File: config.mk
export PLATFORM = sky130hd
export DESIGN_NAME = int_src_latch
export DESIGN_NICKNAME = d
export VERILOG_FILES = /design/src/rtl/int_src_latch.sv
export SDC_FILE = /design/constraint.sdc
export NUM_CORES = 1
export LEC_CHECK = 0
export BUFFER_PORTS_ARGS = -buffer_cell sky130_fd_sc_hd__buf_2
export CAP_MARGIN = 30
export CELL_PAD_IN_SITES_DETAIL_PLACEMENT = 1
export CELL_PAD_IN_SITES_GLOBAL_PLACEMENT = 2
export CORE_MARGIN = 3
export CORE_UTILIZATION = 24
export DETAILED_ROUTE_END_ITERATION = 12
export PLACE_DENSITY_LB_ADDON = 0.1
export SETUP_SLACK_MARGIN = 0.4
export SYNTH_ARGS = -nofsm -noshare
export SYNTH_HDL_FRONTEND = slang
export SYNTH_SLANG_ARGS = --single-unit
File: constraint.sdc
create_clock -name clk -period 1.3 [get_ports clk]
set_input_delay 0.13 -clock clk [delete_from_list [all_inputs] [get_ports clk]]
set_output_delay 0.13 -clock clk [all_outputs]
set_load 0.01 [all_outputs]
File: src/rtl/int_src_latch.sv
module int_src_latch (
  input  logic       clk,
  input  logic       rst_n,
  input  logic [7:0] cond_i,
  input  logic [7:0] fn_rd_i,
  input  logic [7:0] irq_en_i,
  output logic [7:0] stat_o,
  output logic       irq_o
);
  // bit 7 drdy, 6 fifo, 5 p-window, 4 t-window, 3 p-thresh, 2 t-thresh, 1 p-change, 0 t-change
  logic [7:0] cond_q;
  logic [7:0] rise;
  logic [7:0] flags;

  assign rise = cond_i & ~cond_q;

  always_ff @(posedge clk or negedge rst_n) begin
    if (!rst_n) begin
      cond_q <= '0;
      flags  <= '0;
    end else begin
      cond_q <= cond_i;
      flags  <= (flags & ~fn_rd_i) | rise;
    end
  end

  assign stat_o = flags;
  assign irq_o  = |(flags & irq_en_i);
endmodule


==> flow_summary_export.csv <==
group,metric,value,unit
run_status,status,"complete, no violations",
floorplanning,die-area,2890,um^2
critical_path,worstSetupPathType,"reg -> out",
route,drtIter0Drc,0,
placed_design,placed_cell_area,751,um^2
route,drtAntennaViolNets,0,
timing,period_share,97.2,%
placed_design,dp_hpwl,958,um
timing,setup_viol,0,
timing,fmax,791,MHz
clock_tree,cts_tree,"done",
logic_synthesis,syn-num-nets,71,
cells_and_area,final-seq-area,400,um^2
logic_synthesis,synthTopCellsByArea,"dfrtp_1 73%, inv_1 11%, o22ai_1 9.2%",
timing,tns,0,ns
cells_and_area,synthToLayoutAreaGrowth,70.3,%
route,via_per_inst,4.04,
cells_and_area,diodes,0,
logic_synthesis,yosysWarnings,0,
timing,rsz0062_at_grt,"true",
critical_path,path_max_fanout,3,
timing,slew_violations,0,
critical_path,critPathLaunchType,"flop",
cells_and_area,final_cell_area,931,um^2
critical_path,r2r_slack,0.54,ns
placed_design,finalWeightedCongestion,0.585,
floorplanning,num_rows,16,
route,routed_wl,1320,um
logic_synthesis,synth_top_area_share,73.2,%
timing,fin_crit,1.26,ns
clock_tree,ctsHtreeMaxLevel,1,
floorplanning,dieHeight,53.7,um
logic_synthesis,syn_area,547,um^2
global_route,grt_max_degree,17,
critical_path,cp.arrival,1.13,ns
global_route,grt_pass1_wl,2040,um
logic_synthesis,yosysSeqAreaShare,73.2,%
clock_tree,clockBufferDepth,2,
cells_and_area,layout_commonest_cell,"buf_2",
clock_tree,cts_sinks,16,
floorplanning,die_w,53.7,um
timing,clock_skew,0.000871,ns
cells_and_area,stdcell_count,122,
logic_synthesis,synth-seq-cells,16,
route,drc,0,
floorplanning,core_area,2060,um^2
job,max_cap_viol_count,0,
power_and_ir_drop,ir_drop,0.471,mV
critical_path,worst_setup_path_end_kind,"output port",
cells_and_area,final_nets,122,
cells_and_area,drive_above_1_share,46.3,%
route,wire_per_inst,10.8,um
global_route,grt_usage,10.1,%
clock_tree,cts_buffers,3,
clock_tree,path_clk_slew,0.09,ns
logic_synthesis,synthCells,45,
global_route,grt_pass1_vias,494,
power_and_ir_drop,p_leak,0.000503,uW
timing,slew_headroom,76.7,%
timing,hold_viol,0,
floorplanning,design.portCount,35,
clock_tree,cts_root_buf,"clkbuf_4",
placed_design,placed_cells,106,
logic_synthesis,synth_cell_type_count,5,
global_route,grt_overflow,0,
logic_synthesis,avgSynthCellArea,12.2,um^2
global_route,antenna_found_initial,0,
cells_and_area,multiInputGateArea,101,um^2
floorplanning,start_util,26.5,%
power_and_ir_drop,power.density,1130,nW/um^2
cells_and_area,layout.cells.most_common_list,"32 x buf_2, 16 x inv_1, 16 x dfrtp_1",
critical_path,critPathRequiredTime,1.17,ns
cells_and_area,n_fill_cell,248,
logic_synthesis,synth_top_area_cell,"dfrtp_1",
min_path,min_path_type,"in -> reg",
route,vias,493,
power_and_ir_drop,p_total,1050,uW
cells_and_area,fin_util,45.1,%
route,dr.pass1.iters,1,
clock_tree,clock_latency,0.28,ns
placed_design,port_buffers,34,
timing,tightestPinTransition,0.349,ns
repair_timing:
action,4_1_cts,5_1_grt
gates resized for setup,4,2
buffers inserted,1,2
hold endpoints to repair,24,0
hold buffers,9,0
endpoints found under the setup margin,9,9
layer usage:
metal	wire (um)	global-route usage (%)	vias up
met5	0	0	-
met4	0	5.11	0
met3	120	2.49	0
met2	668	17.9	21
met1	533	11.1	226
li1	-	-	246
flip-flops by register name, indices dropped and copies added, names as in the netlist:
| register | cells |
|---|---|
| cond_q | 8 |
| stat_o | 8 |
Yosys cell counts:
cell / number
a22oi_1: 4
dfrtp_1: 16
inv_1: 16
nand4_1: 1
o22ai_1: 8
area by class of cell:
| cell class | instances | area share [%] |
|---|---|---|
| repair buffers | 46 | 32.1 |
| clock buffers | 4 | 3.90 |
| inverters | 16 | 6.45 |
| multi-input cells | 13 | 10.9 |
| well taps | 27 | 3.63 |
| flip-flops and latches | 16 | 43.0 |
path summary, 6_finish.rpt:
path | start | end | cells after the start
min in group asynchronous | rst_n | cond_q[6] | 2
max in group asynchronous | rst_n | stat_o[5] | 2
setup / recovery | stat_o[2] | irq_o | 3
hold / removal | fn_rd_i[5] | stat_o[5] | 2
setup reg to reg | stat_o[3] | stat_o[3] | 3
hold reg to reg | cond_q[3] | stat_o[3] | 1
cell families (layout without fill, tap and decap cells):
family	Yosys count	in the layout	synth area share [%]
flops	16	16	73.2
buf+inv	16	66	11.0
simple gates	1	1	1.14
compound gates	12	12	14.6
metrics by stage:
stage / setup slack, ns / hold WS [ns]
global placement: 0.276 / 0.0637
detailed placement: 0.272 / 0.0670
CTS: -0.00614 / 0.00424
global route: -0.0465 / 0.0188
finish: 0.0365 / 0.0234
floorplan: 0.434 / -0.166
worst max-delay path, stage by stage (launching register included):
cell and delay [ns]:
dfrtp_1 0.41, a22oi_2 0.19, nand4_1 0.11, buf_2 0.15
report_power, final:
group          internal (uW)  switching (uW)  leakage (uW)
clock                    170             152     0.0000210
sequential               532            22.4      0.000190
combinational            105            73.3      0.000292
No activity file was read; power rests on OpenSTA's default activity.
